==> src/rtl/pwr_state_pkg.sv <==
package pwr_state_pkg;
  typedef enum logic [3:0] {
    ST_FUSE    = 4'd0,
    ST_LPOFF   = 4'd1,
    ST_STEST   = 4'd2,
    ST_SGAP    = 4'd3,
    ST_QPU     = 4'd4,
    ST_PWRUP   = 4'd5,
    ST_RUN     = 4'd6,
    ST_STBY    = 4'd7,
    ST_PWRDN   = 4'd8,
    ST_FSTRANS = 4'd9
  } pwr_state_e;

  localparam int unsigned FAIL_W = 4;
  localparam int unsigned FB_PU  = 0;
  localparam int unsigned FB_WD  = 1;
  localparam int unsigned FB_REG = 2;
  localparam int unsigned FB_TSD = 3;
endpackage

==> src/rtl/pwr_event_qual.sv <==
module pwr_event_qual #(
  parameter int unsigned HOLD_CYC = 16
) (
  input  logic clk,
  input  logic rst_n,
  input  logic uv_ok,
  input  logic ov_det,
  input  logic ov_mon_en,
  input  logic ov_sdwn_en,
  input  logic tsd,
  input  logic trim_err,
  input  logic otp_err,
  input  logic stest_err,
  input  logic pwron,
  input  logic edge_mode,
  output logic pu_ok,
  output logic pu_evt,
  output logic off_req,
  output logic ov_shdn
);
  localparam int unsigned HW = $clog2(HOLD_CYC + 1);

  logic          pwron_q;
  logic [HW-1:0] hold_cnt;
  logic          hold_en;
  logic          fall;
  logic          held_low;

  assign ov_shdn  = ov_det & ov_mon_en & ov_sdwn_en;
  assign pu_ok    = uv_ok & ~ov_shdn & ~tsd & ~trim_err & ~otp_err & ~stest_err;
  assign fall     = pwron_q & ~pwron;
  assign held_low = (hold_cnt == HW'(HOLD_CYC));
  assign hold_en  = ~pwron & ~held_low;
  assign pu_evt   = edge_mode ? fall : pwron;
  assign off_req  = edge_mode ? held_low : ~pwron;

  always_ff @(posedge clk or negedge rst_n) begin
    if (!rst_n) pwron_q <= 1'b0;
    else        pwron_q <= pwron;
  end

  always_ff @(posedge clk or negedge rst_n) begin
    if (!rst_n)       hold_cnt <= '0;
    else if (pwron)   hold_cnt <= '0;
    else if (hold_en) hold_cnt <= hold_cnt + 1'b1;
  end

  p_edge_evt_r4: assert property (@(posedge clk) disable iff (!rst_n)
    (edge_mode && pu_evt) |-> (!pwron && pwron_q));
  p_hold_low_r4: assert property (@(posedge clk) disable iff (!rst_n)
    (hold_cnt != '0) |-> $past(!pwron));
endmodule

==> src/rtl/pwr_stest_retry.sv <==
module pwr_stest_retry #(
  parameter int unsigned TRIES   = 3,
  parameter int unsigned GAP_CYC = 20
) (
  input  logic clk,
  input  logic rst_n,
  input  logic in_test,
  input  logic in_gap,
  input  logic done,
  input  logic pass,
  output logic fail_retry,
  output logic fail_final,
  output logic gap_done
);
  localparam int unsigned TW = $clog2(TRIES + 1);
  localparam int unsigned GW = $clog2(GAP_CYC + 1);

  logic [TW-1:0] tries;
  logic [GW-1:0] gap_cnt;
  logic          fail;
  logic          last;
  logic          tries_en;
  logic          gap_en;

  assign fail       = in_test & done & ~pass;
  assign last       = (tries == TW'(TRIES - 1));
  assign fail_final = fail & last;
  assign fail_retry = fail & ~last;
  assign gap_done   = in_gap & (gap_cnt == GW'(GAP_CYC - 1));
  assign tries_en   = fail_retry;
  assign gap_en     = in_gap & ~gap_done;

  always_ff @(posedge clk or negedge rst_n) begin
    if (!rst_n)                   tries <= '0;
    else if (!(in_test | in_gap)) tries <= '0;
    else if (tries_en)            tries <= tries + 1'b1;
  end

  always_ff @(posedge clk or negedge rst_n) begin
    if (!rst_n)       gap_cnt <= '0;
    else if (!in_gap) gap_cnt <= '0;
    else if (gap_en)  gap_cnt <= gap_cnt + 1'b1;
  end

  p_tries_bound_r5: assert property (@(posedge clk) disable iff (!rst_n)
    tries < TW'(TRIES));
  p_gap_cont_r5: assert property (@(posedge clk) disable iff (!rst_n)
    (gap_cnt != '0) |-> $past(in_gap));
endmodule

==> src/rtl/pwr_sw_off_timer.sv <==
module pwr_sw_off_timer #(
  parameter int unsigned SHDN_CYC = 50
) (
  input  logic clk,
  input  logic rst_n,
  input  logic sys_on,
  input  logic off_set,
  input  logic irq_clr,
  output logic irq,
  output logic expire
);
  localparam int unsigned CW = $clog2(SHDN_CYC + 1);

  logic          active;
  logic [CW-1:0] cnt;

  assign expire = active & (cnt == CW'(SHDN_CYC - 1));

  always_ff @(posedge clk or negedge rst_n) begin
    if (!rst_n) begin
      active <= 1'b0;
      cnt    <= '0;
      irq    <= 1'b0;
    end else if (!sys_on || (irq_clr && active)) begin
      active <= 1'b0;
      cnt    <= '0;
      irq    <= 1'b0;
    end else if (off_set && !active) begin
      active <= 1'b1;
      cnt    <= '0;
      irq    <= 1'b1;
    end else if (active && !expire) begin
      cnt    <= cnt + 1'b1;
    end
  end

  p_cancel_r6: assert property (@(posedge clk) disable iff (!rst_n)
    (sys_on && irq_clr && irq) |=> !irq);
  p_expire_irq_r6: assert property (@(posedge clk) disable iff (!rst_n)
    expire |-> irq);
endmodule

==> src/rtl/pwr_state_ctrl.sv <==
module pwr_state_ctrl
  import pwr_state_pkg::*;
#(
  parameter int unsigned RETRY_GAP_CYC = 20,
  parameter int unsigned SHDN_CYC      = 50,
  parameter int unsigned HOLD_CYC      = 16,
  parameter int unsigned STEST_TRIES   = 3,
  parameter int unsigned WD_W          = 4
) (
  input  logic              clk,
  input  logic              rst_n,
  input  logic              uv_ok,
  input  logic              fuse_done,
  input  logic              ov_det,
  input  logic              ov_mon_en,
  input  logic              ov_sdwn_en,
  input  logic              tsd,
  input  logic              trim_err,
  input  logic              otp_err,
  input  logic              stest_err,
  input  logic              lpm_off,
  input  logic              pwron,
  input  logic              pwron_edge_mode,
  input  logic              stest_done,
  input  logic              stest_pass,
  input  logic              pu_fail,
  input  logic              seq_done,
  input  logic              fault_timer_exp,
  input  logic              fault_cnt_max,
  input  logic              wd_hard_req,
  input  logic [WD_W-1:0]   wd_max_cnt,
  input  logic              standby_pin,
  input  logic              sw_off_set,
  input  logic              shdn_irq_clr,
  input  logic [FAIL_W-1:0] fail_clr,
  output logic [3:0]        state_o,
  output logic              stest_run,
  output logic              seq_up_req,
  output logic              seq_dn_req,
  output logic              mcu_rst_n,
  output logic              shdn_irq,
  output logic [FAIL_W-1:0] fail_cause,
  output logic [WD_W-1:0]   wd_evt_cnt
);
  pwr_state_e        state, nxt;
  logic              dn_fault, nxt_fault;
  logic              dn_restart, nxt_restart;
  logic [FAIL_W-1:0] dn_cause, nxt_cause;
  logic              pu_pend, nxt_pend;

  logic pu_ok, pu_evt, off_req, ov_shdn;
  logic st_retry, st_final, gap_done;
  logic shdn_exp, sys_on;
  logic reg_fault, wd_take, wd_hit, enter_fs;
  logic [WD_W-1:0] wd_inc;

  assign sys_on     = (state == ST_RUN) || (state == ST_STBY);
  assign state_o    = state;
  assign stest_run  = (state == ST_STEST);
  assign seq_up_req = (state == ST_PWRUP);
  assign seq_dn_req = (state == ST_PWRDN);
  assign mcu_rst_n  = sys_on;

  pwr_event_qual #(.HOLD_CYC(HOLD_CYC)) u_qual (
    .clk(clk), .rst_n(rst_n), .uv_ok(uv_ok), .ov_det(ov_det),
    .ov_mon_en(ov_mon_en), .ov_sdwn_en(ov_sdwn_en), .tsd(tsd),
    .trim_err(trim_err), .otp_err(otp_err), .stest_err(stest_err),
    .pwron(pwron), .edge_mode(pwron_edge_mode), .pu_ok(pu_ok),
    .pu_evt(pu_evt), .off_req(off_req), .ov_shdn(ov_shdn)
  );

  pwr_stest_retry #(.TRIES(STEST_TRIES), .GAP_CYC(RETRY_GAP_CYC)) u_retry (
    .clk(clk), .rst_n(rst_n), .in_test(state == ST_STEST),
    .in_gap(state == ST_SGAP), .done(stest_done), .pass(stest_pass),
    .fail_retry(st_retry), .fail_final(st_final), .gap_done(gap_done)
  );

  pwr_sw_off_timer #(.SHDN_CYC(SHDN_CYC)) u_swoff (
    .clk(clk), .rst_n(rst_n), .sys_on(sys_on), .off_set(sw_off_set),
    .irq_clr(shdn_irq_clr), .irq(shdn_irq), .expire(shdn_exp)
  );

  // Watchdog event counting: the incremented value is compared before the branch.
  assign reg_fault = fault_timer_exp | fault_cnt_max;
  assign wd_inc    = (wd_evt_cnt == '1) ? wd_evt_cnt : wd_evt_cnt + 1'b1;
  assign wd_hit    = (wd_inc == wd_max_cnt);
  assign wd_take   = uv_ok & sys_on & wd_hard_req & ~tsd & ~reg_fault;

  always_comb begin
    nxt         = state;
    nxt_fault   = dn_fault;
    nxt_restart = dn_restart;
    nxt_cause   = dn_cause;
    nxt_pend    = pu_pend;
    unique case (state)
      ST_FUSE: if (fuse_done) nxt = ST_LPOFF;
      ST_LPOFF: begin
        nxt_pend = 1'b0;
        if (pu_evt && pu_ok) begin
          nxt      = ST_STEST;
          nxt_pend = 1'b1;
        end else if (lpm_off) begin
          nxt = ST_STEST;
        end
      end
      ST_STEST: begin
        if (st_final) begin
          nxt       = ST_FSTRANS;
          nxt_cause = '0;
        end else if (st_retry) begin
          nxt = ST_SGAP;
        end else if (stest_done && stest_pass) begin
          nxt = ST_QPU;
        end
      end
      ST_SGAP: if (gap_done) nxt = ST_STEST;
      ST_QPU: begin
        if ((pu_pend || pu_evt) && pu_ok) begin
          nxt         = ST_PWRUP;
          nxt_pend    = 1'b0;
          nxt_fault   = 1'b0;
          nxt_restart = 1'b0;
          nxt_cause   = '0;
        end
      end
      ST_PWRUP: begin
        if (pu_fail) begin
          nxt              = ST_PWRDN;
          nxt_fault        = 1'b1;
          nxt_cause        = '0;
          nxt_cause[FB_PU] = 1'b1;
        end else if (ov_shdn) begin
          nxt       = ST_PWRDN;
          nxt_fault = 1'b0;
        end else if (seq_done) begin
          nxt = ST_RUN;
        end
      end
      ST_RUN, ST_STBY: begin
        nxt_cause = '0;
        if (tsd) begin
          nxt               = ST_PWRDN;
          nxt_fault         = 1'b1;
          nxt_cause[FB_TSD] = 1'b1;
        end else if (reg_fault) begin
          nxt               = ST_PWRDN;
          nxt_fault         = 1'b1;
          nxt_cause[FB_REG] = 1'b1;
        end else if (wd_hard_req) begin
          nxt = ST_PWRDN;
          if (wd_hit) begin
            nxt              = ST_PWRDN;
            nxt_fault        = 1'b1;
            nxt_cause[FB_WD] = 1'b1;
          end else begin
            nxt_fault   = 1'b0;
            nxt_restart = 1'b1;
          end
        end else if (off_req || shdn_exp || ov_shdn) begin
          nxt       = ST_PWRDN;
          nxt_fault = 1'b0;
        end else begin
          nxt = standby_pin ? ST_STBY : ST_RUN;
        end
      end
      ST_PWRDN: begin
        if (seq_done) begin
          if (dn_fault) begin
            nxt = ST_FSTRANS;
          end else if (dn_restart) begin
            nxt         = ST_PWRUP;
            nxt_restart = 1'b0;
          end else begin
            nxt = ST_LPOFF;
          end
        end
      end
      ST_FSTRANS: nxt = ST_LPOFF;
      default:    nxt = ST_FUSE;
    endcase
    if (!uv_ok) begin
      nxt         = ST_FUSE;
      nxt_pend    = 1'b0;
      nxt_fault   = 1'b0;
      nxt_restart = 1'b0;
      nxt_cause   = '0;
    end
  end

  always_ff @(posedge clk or negedge rst_n) begin
    if (!rst_n) begin
      state      <= ST_FUSE;
      dn_fault   <= 1'b0;
      dn_restart <= 1'b0;
      dn_cause   <= '0;
      pu_pend    <= 1'b0;
    end else begin
      state      <= nxt;
      dn_fault   <= nxt_fault;
      dn_restart <= nxt_restart;
      dn_cause   <= nxt_cause;
      pu_pend    <= nxt_pend;
    end
  end

  always_ff @(posedge clk or negedge rst_n) begin
    if (!rst_n)       wd_evt_cnt <= '0;
    else if (!uv_ok)  wd_evt_cnt <= '0;
    else if (wd_take) wd_evt_cnt <= wd_inc;
  end

  assign enter_fs = (state == ST_PWRDN) && (nxt == ST_FSTRANS);

  always_ff @(posedge clk or negedge rst_n) begin
    if (!rst_n)      fail_cause <= '0;
    else if (!uv_ok) fail_cause <= '0;
    else             fail_cause <= (fail_cause & ~fail_clr) | (enter_fs ? dn_cause : '0);
  end

  p_pu_gate_r2: assert property (@(posedge clk) disable iff (!rst_n)
    (state == ST_PWRUP && $past(state) == ST_QPU) |-> $past(pu_ok));
  p_rst_release_r7: assert property (@(posedge clk) disable iff (!rst_n)
    $rose(mcu_rst_n) |-> ($past(state) == ST_PWRUP));
  p_fs_source_r5: assert property (@(posedge clk) disable iff (!rst_n)
    (state == ST_FSTRANS) |-> ($past(state) == ST_PWRDN || $past(state) == ST_STEST));
  p_fail_hold_r11: assert property (@(posedge clk) disable iff (!rst_n)
    (uv_ok && fail_clr == '0) |=> ((fail_cause & $past(fail_cause)) == $past(fail_cause)));
  p_wd_mono_r10: assert property (@(posedge clk) disable iff (!rst_n)
    uv_ok |=> (wd_evt_cnt >= $past(wd_evt_cnt)));
  p_uv_off_r11: assert property (@(posedge clk) disable iff (!rst_n)
    !uv_ok |=> (state == ST_FUSE && fail_cause == '0));
endmodule

==> config.mk <==
export PLATFORM = sky130hd
export DESIGN_NAME = pwr_state_ctrl
export DESIGN_NICKNAME = d
export VERILOG_FILES = /design/src/rtl/pwr_state_pkg.sv /design/src/rtl/pwr_event_qual.sv /design/src/rtl/pwr_stest_retry.sv /design/src/rtl/pwr_sw_off_timer.sv /design/src/rtl/pwr_state_ctrl.sv
export SDC_FILE = /design/constraint.sdc
export NUM_CORES = 1
export LEC_CHECK = 0
export BUFFER_PORTS_ARGS = -buffer_cell sky130_fd_sc_hd__buf_2
export CAP_MARGIN = 20
export CORE_ASPECT_RATIO = 1.1
export CORE_UTILIZATION = 40
export CTS_CLUSTER_DIAMETER = 40
export CTS_CLUSTER_SIZE = 30
export DETAILED_ROUTE_END_ITERATION = 6
export GPL_TIMING_DRIVEN = 1
export SYNTH_ARGS = -nofsm -noshare
export SYNTH_HDL_FRONTEND = slang
export SYNTH_HIERARCHICAL = 1
export SYNTH_SLANG_ARGS = --single-unit
export TNS_END_PERCENT = 50
==> constraint.sdc <==
create_clock -name clk -period 6.8 [get_ports clk]
set_input_delay 1.02 -clock clk [delete_from_list [all_inputs] [get_ports clk]]
set_output_delay 1.02 -clock clk [all_outputs]
set_load 0.1 [all_outputs]
# ---- Yosys cells after proc, flatten, opt, wreduce, memory -nomap -nowiden
# Index checks and enable logic that the tools add are counted.
dict set report word_totals {
  output_inout_bits 17
  in_bits 32
  ff_bits 39
}
dict set report op_classes {
  n_addsub 5
  bitwise 36
  n_eq_ne 34
  n_reduce_logical 24
  n_mux 70
}
# operator count
set ops {}
lappend ops {{2-to-1 mux 4 bit} 27}
lappend ops {{one-hot mux 4 bit (9 select lines)} 1}
lappend ops {{2-to-1 mux 1 bit} 27}
lappend ops {{inequality test 3 bit, second input constant} 9}
lappend ops {{AND 1 bit} 20}
lappend ops {{2-to-1 mux 5 bit} 4}
lappend ops {{2-to-1 mux 6 bit} 3}
lappend ops {{== test 4 x 3 -> 1 bit, second input constant} 4}
lappend ops {{== test 4 bit, second input constant} 4}
lappend ops {{one-hot mux 4 bit (4 select lines)} 1}
lappend ops {{inverter 1 bit} 11}
lappend ops {{adder 5 x 1 -> 5 bit, second input constant} 2}
lappend ops {{== test 5 bit, second input constant} 2}
lappend ops {{== test 4 x 2 -> 1 bit, second input constant} 2}
lappend ops {{inequality test 4 x 1 -> 1 bit, second input constant} 2}
lappend ops {{AND reduction 4 bit} 2}
lappend ops {{AND reduction 8 bit} 1}
lappend ops {{logical AND 1 bit} 7}
lappend ops {{adder 6 x 1 -> 6 bit, second input constant} 1}
lappend ops {{== test 6 bit, second input constant} 1}
lappend ops {{2-to-1 mux 2 bit} 3}
lappend ops {{inequality test 6 bit, second input constant} 1}
lappend ops {{one-hot mux 1 bit (3 select lines)} 2}
lappend ops {{logical OR 1 bit} 5}
lappend ops {{other kinds (22)} 27}

# ---- Longest topological paths before layout
# Gate-level depths: netlist of the first run.
dict set report depth {
  ltp_word 17
  depth_mapped 9
  mapped_depth_nobuf 9
}

# ---- Modules after synthesis
# The synthesis of the first run kept the hierarchy.
# module n_inst area_each_um2 cells_per_inst seq_area_each_um2
set by_module_without_submodules {}
lappend by_module_without_submodules {pwr_state_ctrl 1 1348.8 157 475.5}
lappend by_module_without_submodules {pwr_sw_off_timer 1 425.4 46 175.2}
lappend by_module_without_submodules {pwr_event_qual 1 372.9 35 150.1}
lappend by_module_without_submodules {pwr_stest_retry 1 371.6 34 175.2}

# ---- Worst setup path after synthesis of the first run
# OpenSTA, ideal clock, no wires.
dict set report synth_path {
  path_kind {flip-flop to flip-flop}
  start {reg state[3], in the netlist state_o[3]}
  end {reg state[3], in the netlist state_o[3]}
  period_less_slack_ns 5.362
  path_slack_ns 1.438
  arrival_time_ns 5.263
  setup_time_ns 0.099
  path_buffers 1
  stages_incl_launch_ff 6
  cell_sequence {dfrtp_1 > buf_2 > inv_1 > nor4_1 > o21ai_1 > a41oi_1}
}
# item line_no
set synth_rtl {}
lappend synth_rtl {{start: declaration} pwr_state_ctrl.sv:45} ;# pwr_state_e state, nxt;
lappend synth_rtl {{start signal: assignment} pwr_state_ctrl.sv:198} ;# state <= nxt;
lappend synth_rtl {{== test 4 bit} -}
lappend synth_rtl {{net seq_dn_req} pwr_state_ctrl.sv:39} ;# output logic seq_dn_req,
lappend synth_rtl {{one-hot mux 4 bit (9 select lines)} pwr_state_ctrl.sv:95} ;# unique case (state)
lappend synth_rtl {{2-to-1 mux 4 bit} pwr_state_ctrl.sv:181} ;# if (!uv_ok) begin
lappend synth_rtl {{net nxt[3]} pwr_state_ctrl.sv:45}
# The timed path passes the listed nets, and every way through them passes these cells.
# A chain may end at the register's enable or synchronous reset.

# ---- Final worst setup path of the first run
dict set report layout_path {
  start {reg state[3], in the netlist state_o[3]}
  end {out seq_dn_req}
}
dict set report layout_between {
  elab_chain_cells 1
}
# item line_no
set layout_rtl {}
lappend layout_rtl {{== test 4 bit} pwr_state_ctrl.sv:61} ;# assign seq_dn_req = (state == ST_PWRDN);
lappend layout_rtl {{end: declaration} pwr_state_ctrl.sv:39}
# Every way passes these cells.

==> results of run 1 <==
## metrics by stage
stage | util [%] | instance area [sq um]
final | 48.91 | 2893
after global routing | 48.91 | 2893
after CTS | 48.91 | 2893
after detailed placement | 47.47 | 2808
after global placement | 47.47 | 2808
after floorplan | - | 2519
## sequential cells by signal, indices dropped and copies added, names as in the netlist
signal and count:
u_retry/tries 2, state_o 4, fail_cause 4, pu_pend 1
u_swoff/cnt 6, dn_fault 1, dn_cause 4, dn_restart 1
u_qual/hold_cnt 5, u_retry/gap_cnt 5, u_swoff/active 1, wd_evt_cnt 4
u_qual/pwron_q 1
## cells in the mapped netlist (all sizes together) (4+ instances only)
cell type / number
buf: 6
xnor2: 5
mux2: 5
and3: 4
dfrtp: 39
ha: 7
inv: 17
o31ai: 5
or3: 5
o21ai: 20
xor2: 5
nand3b: 5
nand2: 18
a31oi: 4
nand2b: 8
nor3: 7
a21oi: 13
mux2i: 5
nand4: 4
nand3: 10
nor2b: 7
nor2: 25
## per-layer routing
metal / global-route usage, % / routed length [um] / share of wire (%)
met1: 25.49 / 2684 / 47
met5: 0 / 0 / 0
met4: 6.518 / 72 / 1.3
met3: 3.978 / 253 / 4.4
met2: 31.05 / 2742 / 48
## worst max-delay path, delay by kind of cell, from the launching register on
family                 cells  cell delay [ns]
buffers and inverters      2             0.71
and+or+nand+nor            1             0.50
DFF                        1             0.62
## cell families after synthesis
group | after synthesis | synth area share (%)
mux | 10 | 4.371
compound gates | 63 | 16.29
buf+inv | 26 | 4.421
fa+ha+maj | 7 | 3.477
flops | 39 | 38.75
xor+xnor | 10 | 3.477
simple gates | 117 | 29.21
## worst paths after layout
| path | startpoint | to | depth (start not counted) |
|---|---|---|---|
| hold reg to reg | dn_cause[2] | dn_cause[2] | 2 |
| max in group asynchronous | rst_n | state_o[3] | 1 |
| hold / removal | dn_cause[2] | dn_cause[2] | 2 |
| setup / recovery | state_o[3] | seq_dn_req | 3 |
| min in group asynchronous | rst_n | u_swoff/active | 1 |
| setup reg to reg | state_o[1] | dn_cause[1] | 6 |
## layout make-up
| cell class | instances | area [sq um] | area share [%] |
|---|---|---|---|
| Clock buffer | 6 | 72.57 | 2.509 |
| Clock inverter | 2 | 12.51 | 0.4325 |
| Inverter | 17 | 63.81 | 2.206 |
| Multi-Input combinational cell | 207 | 1431 | 49.48 |
| Sequential cell | 39 | 975.9 | 33.74 |
| Tap cell | 77 | 96.34 | 3.330 |
| Timing Repair Buffer | 48 | 240.2 | 8.304 |
## power by group
| part | switching (W) | internal, W |
|---|---|---|
| Sequential | 0.00000601 | 0.000235 |
| Clock | 0.0000838 | 0.0000717 |
| Combinational | 0.0000343 | 0.0000197 |
| Total | 0.000124 | 0.000326 |
==> flow_metrics.tcl, run 1 <==
set metrics [dict create \
    status "finished, final reports clean" \
    ant_nets 0 \
    fin_crit_ns 3.150 \
    slew_viol_final 0 \
    drtPass1Iterations 4 \
    instances_no_fill 396 \
    critPathLaunchType "flip-flop" \
    cts_resized 0 \
    hold_viol_final 0 \
    grt_overflow 0 \
    diodes 0 \
    cp.required_ns 5.78 \
    relSlewSlack_pct 39.64 \
    die-area_sq_mm 0.006619 \
    dp_hpwl_um 4232 \
    worstPathArrival_ns 2.13 \
    crit_fanout 11 \
    grt_max_degree 40 \
    cts.sinks 39 \
    synth.distinct_cells 58 \
    powerDensity_mw_per_mm2 155.6 \
    synth_top_cell_by_area "dfrtp_1" \
    die_w_um 77.66 \
    r2r_slack_ns 4.14 \
    final_cell_mix "buf_2, dfrtp_1, nor2_1" \
    wire_per_inst_um 14.53 \
    area_growth_pct 14.85 \
    nNetsFinal 357 \
    min_path_type "reg -> reg" \
    die_y_um 85.23 \
    seq_area_frac_synth_pct 38.75 \
    setup-tns-final_ns 0 \
    min_period_over_period_pct 46.33 \
    worst_slew_pin_slew_ns 0.9054 \
    syn_inst 272 \
    synth_ff_type "dfrtp_1" \
    cts.clk_slew.worst_paths_ns 0.08 \
    fmax_ghz 0.3174 \
    track_usage_pct 19.19 \
    max-cap-violations 0 \
    clock_skew_ns 0.006399 \
    drc 0 \
    cts-root-buf "clkbuf_8" \
    cts-htree-levels 2 \
    slowest_stage "dfrtp_1" \
    synth-edff-count 0 \
    fill_cells 584 \
    setup_ws_ns 3.650 \
    grt_pass1_vias 2160 \
    synth_top_area_share_pct 38.75 \
    report.final.setup_viol 0 \
    pre_cts_slack_ns 3.556 \
    clk_latency_ns 0.29 \
    cp_cell_sequence "inv_1 > nor4_1 > buf_2" \
    antenna_found_initial 0 \
    cts_setup_buffers 0 \
    synth_area_sq_mm 0.002519 \
    peakVddDrop_v 0.00006996 \
    drive_gt1_share_pct 22.57 \
    drt_wl_total_um 5752 \
    endpoint_kind "output pin" \
    postSynth.asyncResetShare_pct 100.0 \
    crit_type "reg -> out" \
    cts_tree "yes" \
    initial_core_util_pct 42.59 \
    io_buffers 48 \
    whs_ns 0.5098 \
    gp_congestion 0.8663 \
    pin_count 49 \
    core.rowCount 29 \
    placed_cells 388 \
    totalPowerFinal_w 0.0004501 \
    yosysWarnings 6 \
    power_leakage_nw 1.318 \
    vias 2211 \
    layout_commonest_cell "buf_2" \
    cpPeakStageDelay_ns 0.62 \
    rsz0062_at_grt "false" \
    cts_buffers 5 \
    design.core.area_sq_mm 0.005914 \
    drt_iter0_drc 84 \
    postSynthAreaPerCell_sq_um 9.260 \
    ys_seq_elements 39 \
    grt_pass1_wl_um 9949 \
    synth_area_leaders "dfrtp_1, nor2_1, o21ai_0, ha_1, nand2_1" \
    cts_hold_buf 0 \
    cts_buffer_depth 2 \
    routed_via_density 5.583 \
    syn_nets 311 \
]
(Power assumes the default switching activity.)
==> run 2, diff against run 1 <==
==> constraint.sdc (replaced) <==
create_clock -name clk -period 2.7 [get_ports clk]
set_input_delay 0.405 -clock clk [delete_from_list [all_inputs] [get_ports clk]]
set_output_delay 0.405 -clock clk [all_outputs]
set_load 0.1 [all_outputs]
==> run 2 against run 1 <==
  * Via count rose by 1.0%
  * Combinational power rose to 2.9 times the previous value
  * Worst setup slack got worse by 3.4 ns
  * Non-clock buffer count rose by 7
  * Flip-flop and latch count did not move
  * Cell count rose by 1.5%
  * Sequential share of layout area fell by 0.84 points
  * Clock skew rose by 0.0025 ns
  * Critical endpoint is now state_o[3]
  * Wire length rose by 4.1%
  * Critical path type is now reg -> reg
  * Global-route usage rose by 0.30 points
==> flow_metrics.tcl, run 2 (synthesis gave the netlist of run 1 again) <==
set metrics [dict create \
    status "finished, final reports clean" \
    endpoint_kind "flip-flop" \
    track_usage_pct 19.49 \
    initial_core_util_pct 42.59 \
    cts-root-buf "clkbuf_8" \
    wl_met2_um 2742 \
    cts-htree-levels 2 \
    die-area_sq_mm 0.006619 \
    area_growth_pct 18.98 \
    drc 0 \
    cts_tree "yes" \
    drtPass1Iterations 4 \
    power_leakage_nw 1.350 \
    antenna_found_initial 0 \
    ff_latch_area_sq_um 985.9 \
    rr_startpoint "u_qual/hold_cnt[0]" \
    diodes 0 \
    clock_skew_ns 0.008910 \
    min_period_over_period_pct 92.39 \
    peakVddDrop_v 0.0002265 \
    worstPathArrival_ns 2.65 \
    wl_met3_um 312 \
    cp_cell_sequence "inv_1 > ha_1 > and4bb_4 > a21o_1 > or4_4 > o21ai_0 > nand3_1 > o21ai_1 > buf_4 > a41oi_1" \
    hold_viol_final 0 \
    max-cap-violations 0 \
    grt_overflow 0 \
    wire_per_inst_um 14.90 \
    cts.clk_slew.worst_paths_ns 0.08 \
    setup_ws_ns 0.2055 \
    pre_cts_slack_ns 0.1782 \
    rsz0062_at_grt "false" \
    placed_cells 395 \
    die_y_um 85.23 \
    multiInputGateArea_sq_mm 0.001451 \
    report.final.setup_viol 0 \
    layout_commonest_cell "buf_2" \
    min_path_type "in -> async" \
    cpPeakStageDelay_ns 0.54 \
    design.core.area_sq_mm 0.005914 \
    die_w_um 77.66 \
    fin_crit_ns 2.495 \
    drt_wl_total_um 5988 \
    crit_fanout 5 \
    fmax_ghz 0.4009 \
    grt_pass1_wl_um 10080 \
    cts_setup_buffers 0 \
    pin_count 49 \
    ant_nets 0 \
    relSlewSlack_pct 40.43 \
    drt_iter0_drc 140 \
    crit_start "u_qual/hold_cnt[0]" \
    crit_type "reg -> reg" \
    final_cell_mix "buf_2, dfrtp_1, nor2_1" \
    top_register "u_swoff/cnt" \
    dp_hpwl_um 4426 \
    instances_no_fill 402 \
    largestRegisters "u_swoff/cnt: 6 flops, u_qual/hold_cnt: 5 flops, u_retry/gap_cnt: 5 flops" \
    met1_length_um 2862 \
    nNetsFinal 364 \
    utilization_pct 50.67 \
    critPathLaunchType "flip-flop" \
    slew_viol_final 0 \
    vias 2234 \
    io_buffers 48 \
    whs_ns 0.2342 \
    worst_slew_pin_slew_ns 0.8935 \
    powerDensity_mw_per_mm2 409.8 \
    routed_via_density 5.557 \
    slowest_stage "or4_4" \
    top_layer "met4" \
    largest_reg_flops 6 \
    gp_congestion 0.9664 \
    cts.sinks 39 \
    grt_max_degree 40 \
    drive_gt1_share_pct 26.15 \
    grt_pass1_vias 2161 \
    cts_buffers 5 \
    fill_cells 563 \
    cts_buffer_depth 2 \
    clk_latency_ns 0.30 \
    cp.required_ns 2.86 \
    core.rowCount 29 \
]
## run 2: changes by cell type in the layout (fill, tap and decap cells not counted), moves of 2 or more
cell	delta
dfrtp_4	+2
dfrtp_2	+2
dfrtp_1	-4
buf_4	+7
## run 2: metal layers
layer	track usage, %	vias to the layer above
met5	0	-
met4	6.518	0
met3	3.978	7
met2	31.70	76
met1	25.83	1056
li1	-	1095
## run 2: area by class of cell
type	count	area share, %
flip-flops and latches	39	32.90
repair buffers	55	9.770
multi-input cells	207	48.43
well taps	77	3.215
clock buffers	6	2.422
inverters	17	2.255
clock inverters	1	1.002
## run 2: worst paths after layout
check,endpoint,slack (ns),cells after the start
min in group clk,u_qual/pwron_q,0.36,1
worst min register to register,dn_cause[0],0.53,2
worst max-delay path,state_o[3],0.21,10
worst min-delay path,u_retry/gap_cnt[2],0.23,1
worst max register to register,state_o[3],0.21,10
max in group asynchronous,state_o[0],1.81,1
## run 2: where the power goes
part           switching, W  total [W]  internal [W]
logic             0.0000995   0.000154     0.0000545
clock network      0.000204   0.000475      0.000271
registers        0.00000649   0.000599      0.000592
## run 2: repair_timing
item | CTS | global route
hold buffers | 0 | 0
setup endpoints to repair | 0 | 1
gates resized for setup | 0 | 1
## run 2: per-stage QoR
stage               power [W]  TNS (ns)  cell area, sq um
floorplan           0.0006971    -1.452              2554
global placement    0.0007637         0              2889
detailed placement  0.0007643         0              2889
CTS                  0.001241         0              2992
global route         0.001280         0              2997
finish               0.001228         0              2997
## run 2: worst max-delay path: cells and delay by family (launching register included)
family | cells | cell delay, ns
flops | 1 | 0.41
simple gates | 3 | 0.86
compound gates | 4 | 0.68
fa+ha+maj | 1 | 0.19
buf+inv | 2 | 0.22
